===== config.mk =====
export PLATFORM = sky130hd
export DESIGN_NAME = fdd_outreg_ctrl
export DESIGN_NICKNAME = d
export VERILOG_FILES = /design/src/rtl/fdo_pkg.sv /design/src/rtl/fdo_field_reg.sv /design/src/rtl/fdo_irq_ctl.sv /design/src/rtl/fdo_motor_edges.sv /design/src/rtl/fdo_slot_bank.sv /design/src/rtl/fdd_outreg_ctrl.sv
export SDC_FILE = /design/constraint.sdc
export NUM_CORES = 1
export LEC_CHECK = 0
export BUFFER_PORTS_ARGS = -buffer_cell sky130_fd_sc_hd__clkbuf_2
export CORE_MARGIN = 1
export CORE_UTILIZATION = 45
export CTS_BUF_LIST = sky130_fd_sc_hd__clkbuf_2 sky130_fd_sc_hd__clkbuf_4 sky130_fd_sc_hd__clkbuf_8
export DETAILED_ROUTE_END_ITERATION = 8
export GPL_ROUTABILITY_DRIVEN = 0
export PLACE_DENSITY_LB_ADDON = 0.1
export SLEW_MARGIN = 20
export SYNTH_ARGS = -nofsm -noshare
export SYNTH_HDL_FRONTEND = slang
export SYNTH_HIERARCHICAL = 1
export SYNTH_SLANG_ARGS = --single-unit

===== constraint.sdc =====
create_clock -name clk -period 2.1 [get_ports clk]
set_input_delay 0.105 -clock clk [delete_from_list [all_inputs] [get_ports clk]]
set_output_delay 0.105 -clock clk [all_outputs]
set_load 0.05 [all_outputs]

===== src/rtl/fdo_pkg.sv =====
package fdo_pkg;
  localparam int NDRV   = 4;
  localparam int SEL_W  = $clog2(NDRV);
  localparam int BYTE_W = 8;

  // packed MSB first: motors in 7:4, enable 3, run 2, select 1:0
  typedef struct packed {
    logic [NDRV-1:0]  motor;
    logic             ien;
    logic             run;
    logic [SEL_W-1:0] sel;
  } outreg_t;

  // image kept when the controller is held in reset
  function automatic outreg_t held_image(outreg_t v);
    outreg_t r;
    r       = v;
    r.motor = '0;
    return r;
  endfunction
endpackage


===== src/rtl/fdo_field_reg.sv =====
module fdo_field_reg
  import fdo_pkg::*;
(
  input  logic             clk,
  input  logic             rst_n,
  input  logic             wr_en,
  input  outreg_t          wr_val,
  output outreg_t          cur,
  output logic             exit_rst,
  output logic             hold_wr,
  output logic             live_wr,
  output logic             ien_rise,
  output logic             reset_pulse,
  output logic             rqm_clr_pulse,
  output logic [SEL_W-1:0] last_drive
);
  logic low_motor_on;

  always_comb begin
    hold_wr      = wr_en & ~wr_val.run;
    live_wr      = wr_en & wr_val.run;
    exit_rst     = live_wr & ~cur.run;
    ien_rise     = live_wr & wr_val.ien & ~cur.ien;
    low_motor_on = wr_val.motor[0] | wr_val.motor[1];
  end

  always_ff @(posedge clk) begin
    if (!rst_n) begin
      cur           <= '0;
      reset_pulse   <= 1'b0;
      rqm_clr_pulse <= 1'b0;
      last_drive    <= '0;
    end else begin
      reset_pulse   <= exit_rst;
      rqm_clr_pulse <= hold_wr;
      if (hold_wr)
        cur <= held_image(wr_val);
      else if (live_wr)
        cur <= wr_val;
      if (live_wr && low_motor_on)
        last_drive <= wr_val.sel;
    end
  end

  a_r2_store_live: assert property (@(posedge clk) disable iff (!rst_n)
    live_wr |=> cur == $past(wr_val));
  a_r3_motors_forced: assert property (@(posedge clk) disable iff (!rst_n)
    hold_wr |=> cur.motor == '0);
  a_r4_reset_single: assert property (@(posedge clk) disable iff (!rst_n)
    reset_pulse |=> !reset_pulse);
  a_r8_drive_holds: assert property (@(posedge clk) disable iff (!rst_n)
    !(live_wr && low_motor_on) |=> $stable(last_drive));
endmodule


===== src/rtl/fdo_irq_ctl.sv =====
module fdo_irq_ctl (
  input  logic clk,
  input  logic rst_n,
  input  logic hold_wr,
  input  logic exit_rst,
  input  logic ien_rise,
  input  logic new_ien,
  input  logic clr_int,
  output logic int_line,
  output logic irq
);
  logic raise;

  always_comb raise = (exit_rst & new_ien) | (ien_rise & int_line);

  always_ff @(posedge clk) begin
    if (!rst_n) begin
      int_line <= 1'b0;
      irq      <= 1'b0;
    end else begin
      if (hold_wr)
        int_line <= 1'b0;
      else if (exit_rst)
        int_line <= 1'b1;
      else if (clr_int)
        int_line <= 1'b0;

      if (raise)
        irq <= 1'b1;
      else if (clr_int)
        irq <= 1'b0;
    end
  end

  a_r6_clear_drops: assert property (@(posedge clk) disable iff (!rst_n)
    (clr_int && !raise) |=> !irq);
  a_r3_line_cleared: assert property (@(posedge clk) disable iff (!rst_n)
    hold_wr |=> !int_line);
  a_r4_line_set: assert property (@(posedge clk) disable iff (!rst_n)
    exit_rst |=> int_line);
endmodule


===== src/rtl/fdo_motor_edges.sv =====
module fdo_motor_edges #(
  parameter int N = 4
) (
  input  logic         clk,
  input  logic         rst_n,
  input  logic         live_wr,
  input  logic [N-1:0] old_m,
  input  logic [N-1:0] new_m,
  output logic [N-1:0] on_p,
  output logic [N-1:0] off_p
);
  for (genvar i = 0; i < N; i++) begin : g_drv
    always_ff @(posedge clk) begin
      if (!rst_n) begin
        on_p[i]  <= 1'b0;
        off_p[i] <= 1'b0;
      end else begin
        on_p[i]  <= live_wr & new_m[i] & ~old_m[i];
        off_p[i] <= live_wr & old_m[i] & ~new_m[i];
      end
    end

    a_r7_exclusive: assert property (@(posedge clk) disable iff (!rst_n)
      !(on_p[i] && off_p[i]));
  end
endmodule


===== src/rtl/fdo_slot_bank.sv =====
module fdo_slot_bank #(
  parameter int       N    = 4,
  parameter int       BW   = 8,
  parameter bit [7:0] BASE = 8'hC0
) (
  input  logic          clk,
  input  logic          rst_n,
  input  logic          load,
  input  logic [N-1:0]  clr,
  output logic [N-1:0]  full,
  output logic [N*BW-1:0] st0,
  output logic [N*BW-1:0] pcn
);
  for (genvar i = 0; i < N; i++) begin : g_slot
    localparam logic [BW-1:0] CODE = BW'(BASE) + BW'(i);
    always_ff @(posedge clk) begin
      if (!rst_n) begin
        full[i]          <= 1'b0;
        st0[i*BW +: BW]  <= '0;
        pcn[i*BW +: BW]  <= '0;
      end else if (load) begin
        full[i]          <= 1'b1;
        st0[i*BW +: BW]  <= CODE;
        pcn[i*BW +: BW]  <= '0;
      end else if (clr[i]) begin
        full[i]          <= 1'b0;
      end
    end

    a_r9_clear_slot: assert property (@(posedge clk) disable iff (!rst_n)
      (clr[i] && !load) |=> !full[i]);
  end

  a_r4_load_all: assert property (@(posedge clk) disable iff (!rst_n)
    load |=> &full);
endmodule


===== src/rtl/fdd_outreg_ctrl.sv =====
module fdd_outreg_ctrl
  import fdo_pkg::*;
#(
  parameter bit [7:0] SLOT_CODE_BASE = 8'hC0
) (
  input  logic                 clk,
  input  logic                 rst_n,
  input  logic                 wr_en,
  input  logic [BYTE_W-1:0]    wr_data,
  input  logic                 clr_int,
  input  logic [NDRV-1:0]      slot_clr,
  output logic [BYTE_W-1:0]    reg_value,
  output logic                 ctl_reset_pulse,
  output logic                 rqm_clr_pulse,
  output logic [NDRV-1:0]      motor_on_pulse,
  output logic [NDRV-1:0]      motor_off_pulse,
  output logic                 int_line,
  output logic                 irq,
  output logic [SEL_W-1:0]     last_drive,
  output logic [NDRV-1:0]      slot_full,
  output logic [NDRV*BYTE_W-1:0] slot_st0,
  output logic [NDRV*BYTE_W-1:0] slot_pcn
);
  outreg_t wr_val, cur;
  logic    exit_rst, hold_wr, live_wr, ien_rise;

  assign wr_val    = outreg_t'(wr_data);
  assign reg_value = cur;

  fdo_field_reg u_field (
    .clk, .rst_n, .wr_en, .wr_val, .cur,
    .exit_rst, .hold_wr, .live_wr, .ien_rise,
    .reset_pulse(ctl_reset_pulse), .rqm_clr_pulse, .last_drive
  );

  fdo_irq_ctl u_irq (
    .clk, .rst_n, .hold_wr, .exit_rst, .ien_rise,
    .new_ien(wr_val.ien), .clr_int, .int_line, .irq
  );

  fdo_motor_edges #(.N(NDRV)) u_motor (
    .clk, .rst_n, .live_wr,
    .old_m(cur.motor), .new_m(wr_val.motor),
    .on_p(motor_on_pulse), .off_p(motor_off_pulse)
  );

  fdo_slot_bank #(.N(NDRV), .BW(BYTE_W), .BASE(SLOT_CODE_BASE)) u_slots (
    .clk, .rst_n, .load(exit_rst), .clr(slot_clr),
    .full(slot_full), .st0(slot_st0), .pcn(slot_pcn)
  );

  // cross-block checks
  a_r4_pulse_with_slots: assert property (@(posedge clk) disable iff (!rst_n)
    ctl_reset_pulse |-> (&slot_full) && int_line && reg_value[2]);
  a_r3_hold_effects: assert property (@(posedge clk) disable iff (!rst_n)
    rqm_clr_pulse |-> !reg_value[2] && !int_line && motor_on_pulse == '0 && motor_off_pulse == '0);
  a_r5_irq_from_write: assert property (@(posedge clk) disable iff (!rst_n)
    $rose(irq) |-> $past(wr_en) && reg_value[2] && reg_value[3]);

  for (genvar d = 0; d < NDRV; d++) begin : g_mchk
    a_r7_on_matches: assert property (@(posedge clk) disable iff (!rst_n)
      motor_on_pulse[d] |-> reg_value[4+d] && !$past(reg_value[4+d]));
    a_r7_off_matches: assert property (@(posedge clk) disable iff (!rst_n)
      motor_off_pulse[d] |-> !reg_value[4+d] && $past(reg_value[4+d]));
  end
endmodule


==> results.toml, run 1 <==
[run_status]
status = "completed"

[setup_path]
critical-path-top-delay-family = "flip-flops"
start_kind = "flop"
slowest_delay_ns = 0.56
critPathKind = "reg -> out"
crit_buf_inv = 1
path_cells = "clkbuf_2"
cp.arrival_ns = 1.23
crit_path_end_kind = "primary output"
cp_max_fo = 13
required_ns = 2.00
critPathSlowestCell = "dfxtp_1"

[final_layout]
final_nets = 210
final_cell_mix = "53 x clkbuf_2, 52 x conb_1, 27 x dfxtp_1"
final_cell_count_no_fill = 237
fill_cells = 310
final_util_pct = 49.52
drive_above_1_share_pct = 33.68
antenna_cells = 0
areaGrowthSynthToFinish_pct = 3.106
final_common_cell = "clkbuf_2"

[sta]
max_freq_ghz = 0.7496
min_period_ns = 1.334
fin_tns_setup_ns = 0
rsz0062_at_grt = "false"
fin_skew_ns = 0.007299
hold_viol_final = 0
final-max-slew-violation-count = 0
finalSetupViolations = 0
hold_slack_ns = 0.01681
finalCritPeriodShare_pct = 63.53

[routing]
drt_iter0_drc = 8
via_per_inst = 4.000
finalWirelength_mm = 2.095
drt_first_pass_iters = 4
drc = 0
ant_nets = 0
vias = 948
routedWlPerCell_um = 8.840

[pwr]
power.density_nw_per_um2 = 783.1
leakage_nw = 0.8311
ir_drop_mv = 0.4039

[clocking]
cts_resized = 0
cts_hold_buf = 0
clk_latency_ns = 0.32
htree_levels = 1
cts.sinks = 27
path_clk_slew_ns = 0.15
root_buffer = "clkbuf_4"
cts_made_buffers = 3
cts_tree = "done"
cts.path.max_buffers = 2
post_cts_buffers = 0

[grt]
grt_pass1_vias = 669
grt_pass1_wl_mm = 2.911
grt_max_degree = 30
overflow = 0
antenna_found_initial = 0
grt_usage_pct = 11.00

[die]
die_x_um = 59.55
die_h_um = 59.55
die_area_sq_um = 3546
io_pins = 106
initial_core_util_pct = 48.02
placementRows = 20
core_area_sq_um = 3103

[place]
dp_cells = 233
portBuffers = 53
dp_hpwl_mm = 1.645

[synth]
syn_inst = 151
yosysUniqueCellTypes = 23
synth_seq_cells = 27
syn_area_sq_um = 1490
syn_avg_cell_area_sq_um = 9.869
yosysWarnings = 6
synth-seq-area-share_pct = 36.27

[run]
drv_cap = 0

[min_path]
hp-class = "in -> reg"
-- logic make-up (layout without fill, tap and decap cells) --
| group | after synthesis | after routing | synth area share, % |
|---|---|---|---|
| mux | 5 | 5 | 3.359 |
| compound gates | 14 | 14 | 7.557 |
| buf+inv | 68 | 59 | 33.75 |
| flops | 27 | 27 | 36.27 |
| other cells | 1 | 52 | 0.2516 |
| simple gates | 36 | 36 | 18.81 |
-- where the power goes --
part / internal [W] / switching (W) / leakage (nW)
Sequential: 0.000533 / 0.0000148 / 0.221
Clock: 0.0000727 / 0.000150 / 0.0139
Combinational: 0.0000596 / 0.000373 / 0.596
Total: 0.000665 / 0.000538 / 0.831
-- sequential cells by signal, summed over array words and instances, names as in the netlist, 2 cells and up --
register            count
u_field/cur             8
u_field/last_drive      2
u_motor/on_p            4
u_motor/off_p           4
u_slots/full            4
-- cell type report --
type	count	area [sq um]	share of cell area, %
Inverter	2	7.507	0.4886
Clock inverter	1	7.507	0.4886
Sequential cell	27	540.5	35.18
Tap cell	44	55.05	3.583
Timing Repair Buffer	53	265.3	17.26
Clock buffer	3	22.52	1.466
Multi-Input combinational cell	107	638.1	41.53
-- stage by stage --
| stage | cell area [sq um] | setup slack, ns | total power (W) |
|---|---|---|---|
| 3_5_place_dp | 1506 | 0.7758 | 0.0009915 |
| 5_1_grt | 1536 | 0.6333 | 0.001257 |
| 4_1_cts | 1536 | 0.7393 | 0.001217 |
| 3_3_place_gp | 1506 | 0.8565 | 0.0009898 |
| 6_report | 1536 | 0.7659 | 0.001203 |
| 2_1_floorplan | 1682 | 0.8397 | 0.001026 |
-- worst paths after layout --
check | start | depth (start not counted) | endpoint | slack [ns]
worst max-delay path | u_slots/st0[24] | 1 | slot_st0[22] | 0.77
worst min-delay path | wr_data[1] | 3 | u_field/last_drive[1] | 0.02
worst max register to register | u_field/cur[2] | 3 | u_irq/irq | 0.95
worst min register to register | u_field/last_drive[1] | 2 | u_field/last_drive[1] | 0.48
-- cell usage after synthesis --
cell,instances,area (sq um)
and2_1,1,6.260
nand2b_1,6,37.54
a21boi_0,1,7.510
nand3_1,4,20.02
o211a_1,1,10.01
nand2_1,4,15.01
dfxtp_1,27,540.5
buf_4,64,480.5
a21boi_1,5,37.54
nor3b_2,2,25.02
conb_1,1,3.750
buf_6,1,11.26
clkbuf_1,1,3.750
nand2_2,1,6.260
a22oi_1,1,7.510
nor2b_4,4,55.05
nor2b_1,5,31.28
mux2i_1,5,50.05
and4b_1,8,80.08
inv_1,2,7.510
nor2_1,1,3.750
o211ai_2,1,12.51
o21a_1,5,37.54
-- routing by layer --
metal / wire length, um / track usage, % / vias up
met2: 941 / 17.50 / 66
met3: 220 / 3.712 / 2
li1: - / - / 464
met4: 27 / 4.983 / 0
met5: 0 / 0 / -
met1: 906 / 13.42 / 416
Power figures use the tool's default switching activity.
==> run 2: changes to the inputs <==
ABC_AREA = 1   (was not set)
CORE_UTILIZATION = 38   (was 45)
clock period = 1.1 ns   (was 2.1 ns; I/O delays follow)
==> results.toml, run 2 <==
[final_layout]
areaGrowthSynthToFinish_pct = 6.299
largest_reg_flops = 8
final_nets = 253
final_cell_mix = "52 x conb_1, 41 x clkbuf_2, 26 x nand2_1"
final_util_pct = 42.11
antenna_cells = 0
drive_above_1_share_pct = 28.39
final_common_cell = "conb_1"
largest-register = "u_field/cur"

[min_path]
min_from = "wr_data[6]"
hp-class = "in -> reg"

[pwr]
power.density_nw_per_um2 = 1598
ir_drop_mv = 0.5165
total_power_w = 0.002464
leakage_nw = 0.8905

[clocking]
cts_hold_buf = 0
htree_levels = 1
cts_resized = 0
root_buffer = "clkbuf_8"
clk_latency_ns = 0.27
path_clk_slew_ns = 0.09
cts_tree = "done"
cts_made_buffers = 3
cts.path.max_buffers = 2
post_cts_buffers = 0
cts.sinks = 27

[synth]
yosysUniqueCellTypes = 18
yosysMostFrequentCell = "buf_4"
async_flop_share_pct = 0
synth_seq_cells = 27
synth_top_area_cell = "dfxtp_1"
syn_avg_cell_area_sq_um = 7.592
syn_area_sq_um = 1450
syn_inst = 191
ys.flop_type = "dfxtp_1"
yosysWarnings = 6
synth_edf_count = 0
yosys-top-cells-count = "63 x buf_4, 27 x dfxtp_1, 26 x nand2_1, 23 x nor2_1, 22 x inv_1"
synth_top_area_share_pct = 37.27
ys_top_cells_by_area = "dfxtp_1 37%, buf_4 33%, nand2_1 6.7%, nor2_1 6.0%, inv_1 5.7%"
synth-seq-area-share_pct = 37.27

[setup_path]
crit_buf_inv = 1
timing.critical_path.to = "slot_st0[31]"
critical-path-top-delay-family = "flip-flops"
slowest_delay_ns = 0.42
start_kind = "flop"
crit_path_end_kind = "primary output"
r2r_end = "u_irq/irq"
critPathSlowestCell = "dfxtp_2"
worstReg2RegStart = "u_field/cur[2]"
required_ns = 1.04
path_cells = "buf_2"
cp_max_fo = 13
cp.arrival_ns = 0.97
rr_worst_depth = 5
cp.depth = 1
critPathKind = "reg -> out"
crit_start = "u_slots/st0[24]"
r2r_setup_slack_ns = 0.16

[die]
initial_core_util_pct = 39.61
placementRows = 22
die_x_um = 63.78
die_area_sq_um = 4067
core_area_sq_um = 3661
die_h_um = 63.78
io_pins = 106

[routing]
drt_first_pass_iters = 2
drc = 0
routedWlPerCell_um = 7.680
vias = 993
via_per_inst = 3.496
ant_nets = 0
drt_iter0_drc = 39
finalWirelength_mm = 2.181

[run_status]
status = "completed"

[grt]
grt_pass1_wl_mm = 3.332
grt_usage_pct = 10.62
grt_pass1_vias = 771
overflow = 0
antenna_found_initial = 0
grt_max_degree = 15

[sta]
rsz0062_at_grt = "true"
min_period_ns = 1.029
hold_slack_ns = 0.009154
final-max-slew-violation-count = 0
hold_viol_final = 0
fin_skew_ns = 0.003538
finalCritPeriodShare_pct = 93.58
finalSetupViolations = 0
max_freq_ghz = 0.9714

[place]
portBuffers = 53
dp_hpwl_mm = 1.759

[run]
drv_cap = 0
[run 2: routing by layer]
| metal | wire length [um] | GRT usage, % | share of wire, % |
|---|---|---|---|
| met1 | 1064 | 14.05 | 49 |
| met2 | 927 | 16.36 | 43 |
| met3 | 147 | 2.143 | 6.7 |
| met4 | 42 | 5.114 | 1.9 |
| met5 | 0 | 0 | 0 |
[run 2: how the worst min path moves through the flow]
stage | cells past startpoint | slack [ns] | to
floorplan | 1 | 0.13 | u_field/rqm_clr_pulse
global placement | 3 | 0.30 | u_motor/on_p[2]
detailed placement | 3 | 0.29 | u_motor/on_p[2]
CTS | 3 | 0.004 | u_motor/on_p[2]
global route | 3 | 0.006 | u_motor/on_p[2]
finish | 3 | 0.009 | u_motor/on_p[2]
[run 2: kinds of logic after synthesis]
group | synth area share [%]
simple gates | 16.48
buf+inv | 40.21
compound gates | 5.781
other cells | 0.2586
flops | 37.27
[run 2: report_power, final]
group / switching (W) / total (W) / leakage (nW) / internal [W]
Sequential: 0.0000274 / 0.00105 / 0.221 / 0.00102
Clock: 0.000292 / 0.000576 / 0.0262 / 0.000284
Combinational: 0.000738 / 0.000841 / 0.643 / 0.000103
[run 2: through the flow]
stage               instance area (sq um)  setup slack [ns]  setup TNS (ns)  instances
floorplan                            1644           0.01303               0        242
global placement                     1493            0.2088               0        280
detailed placement                   1493            0.1622               0        280
CTS                                  1541           0.01124               0        284
global route                         1541         -0.004020        -0.01434        284
finish                               1541           0.07059               0        284
[run 2: cell type report]
type | instances | area, sq um
Tap cell | 48 | 60.06
Inverter | 25 | 98.84
Multi-Input combinational cell | 126 | 518.0
Timing Repair Buffer | 54 | 272.8
Clock buffer | 4 | 48.80
Fill cell | 418 | 2120
Sequential cell | 27 | 543.0
==> run 3: changes to the inputs <==
CORE_UTILIZATION = 33   (was 38)
HOLD_SLACK_MARGIN = 0.05   (was not set)
==> results.toml, run 3 (same netlist as run 2, synthesis figures left out) <==
[final_layout]
final_util_pct = 40.44
largest_reg_flops = 8
antenna_cells = 0
drive_above_1_share_pct = 27.02
final_cell_mix = "52 x conb_1, 41 x clkbuf_2, 26 x nand2_1"
largest-register = "u_field/cur"
final_common_cell = "conb_1"
areaGrowthSynthToFinish_pct = 14.75
final_nets = 265

[die]
io_pins = 106
core_area_sq_um = 4115
die_x_um = 68.29
placementRows = 23
die_h_um = 68.29
die_area_sq_um = 4664
initial_core_util_pct = 35.24

[pwr]
power.density_nw_per_um2 = 1504
p_sw_w = 0.001069
total_power_w = 0.002503
power_frac_comb_pct = 35.0
clkPwrFrac_pct = 23.2
switching_share_pct = 42.72
intPower_w = 0.001434
ir_drop_mv = 0.4659
seqPwrFrac_pct = 41.8
leakage_nw = 0.9406

[place]
post-place-ws_ns = 0.1794
dp_hpwl_mm = 1.815
portBuffers = 53

[grt]
grt_pass1_wl_mm = 3.456
grt_max_degree = 15
grt_pass1_vias = 852
overflow = 0
grt_usage_pct = 10.04
antenna_found_initial = 0

[setup_path]
worstReg2RegStart = "u_field/cur[2]"
slowest_delay_ns = 0.42
r2r_end = "u_irq/irq"
critPathKind = "reg -> out"
cp.depth = 1
critical-path-top-delay-family = "flip-flops"
crit_path_end_kind = "primary output"
crit_buf_inv = 1
cp_max_fo = 13
cp.arrival_ns = 0.98
r2r_setup_slack_ns = 0.17
rr_worst_depth = 5
crit_start = "u_slots/st0[24]"
critPathSlowestCell = "dfxtp_2"
required_ns = 1.04
path_cells = "buf_2"
start_kind = "flop"

[routing]
vias = 1088
drt_iter0_drc = 29
drt_first_pass_iters = 4
ant_nets = 0
finalWirelength_mm = 2.357
drc = 0
via_per_inst = 3.651
routedWlPerCell_um = 7.909

[sta]
fin_tns_setup_ns = 0
final-max-slew-violation-count = 0
finalCritPeriodShare_pct = 93.82
finalSetupViolations = 0
rsz0062_at_grt = "false"
min_period_ns = 1.032
max_freq_ghz = 0.9690
hold_viol_final = 0
fin_ws_ns = 0.06802
hold_slack_ns = 0.08183
fin_skew_ns = 0.0008212

[clocking]
clk_latency_ns = 0.27
root_buffer = "clkbuf_8"
htree_levels = 1
post_cts_buffers = 0
cts.path.max_buffers = 2
cts_made_buffers = 3
path_clk_slew_ns = 0.09
cts_tree = "done"
cts.sinks = 27

[min_path]
hp-class = "in -> reg"
hold_depth = 4
min_from = "clr_int"
holdPathEnd = "u_irq/int_line"

[run]
drv_cap = 0

[run_status]
status = "completed"
==> run 3: cell types whose count changed in the layout (fill, tap and decap cells not counted) <==
cell	change
dlygate4sd3_1	+12
==> run 3: per-layer routing <==
metal / vias to the layer above / share of wire, % / track usage [%]
li1: 568 / - / -
met1: 453 / 45 / 11.61
met2: 63 / 44 / 16.67
met3: 4 / 8.9 / 2.167
met4: 0 / 2.0 / 6.250
met5: - / 0 / 0
==> run 3: per-stage QoR <==
step / std cells / cell area (sq um)
after detailed placement: 282 / 1495
after global routing: 298 / 1664
after global placement: 282 / 1495
final: 298 / 1664
after floorplan: 242 / 1644
after CTS: 298 / 1664
==> run 3: final cells by class <==
class / instances / area [sq um]
well taps: 50 / 62.56
multi-input cells: 126 / 518.0
clock buffers: 4 / 48.80
fillers: 456 / 2451
repair buffers: 66 / 392.9
inverters: 25 / 98.84
flip-flops and latches: 27 / 543.0
==> run 3: worst max path at each step <==
stage | slack (ns) | end
6_report | 0.07 | slot_st0[14]
5_1_grt | 0.006 | slot_st0[14]
4_1_cts | 0.01 | slot_st0[14]
3_5_place_dp | 0.18 | u_irq/irq
3_3_place_gp | 0.19 | u_irq/irq
2_1_floorplan | 0.01 | u_irq/irq
==> run 3: repair_timing <==
action	4_1_cts	5_1_grt
hold buffers	12	0
hold endpoints to repair	16	0
endpoints found under the setup margin	0	12
gates resized for setup	0	12
==> run 3: power by group through the flow <==
stage | registers, W | logic, W | clock network, W
final | 0.00105 | 0.000875 | 0.000581
after global routing | 0.00106 | 0.000925 | 0.000638
after CTS | 0.00105 | 0.000875 | 0.000603
after detailed placement | 0.00107 | 0.000841 | 0
after global placement | 0.00107 | 0.000843 | 0
after floorplan | 0.00121 | 0.000763 | 0
==> run 3: worst min-delay path, stage by stage <==
cell	delay [ns]
clkbuf_2	0.09
inv_1	0.05
a21oi_1	0.05
nor2_1	0.08
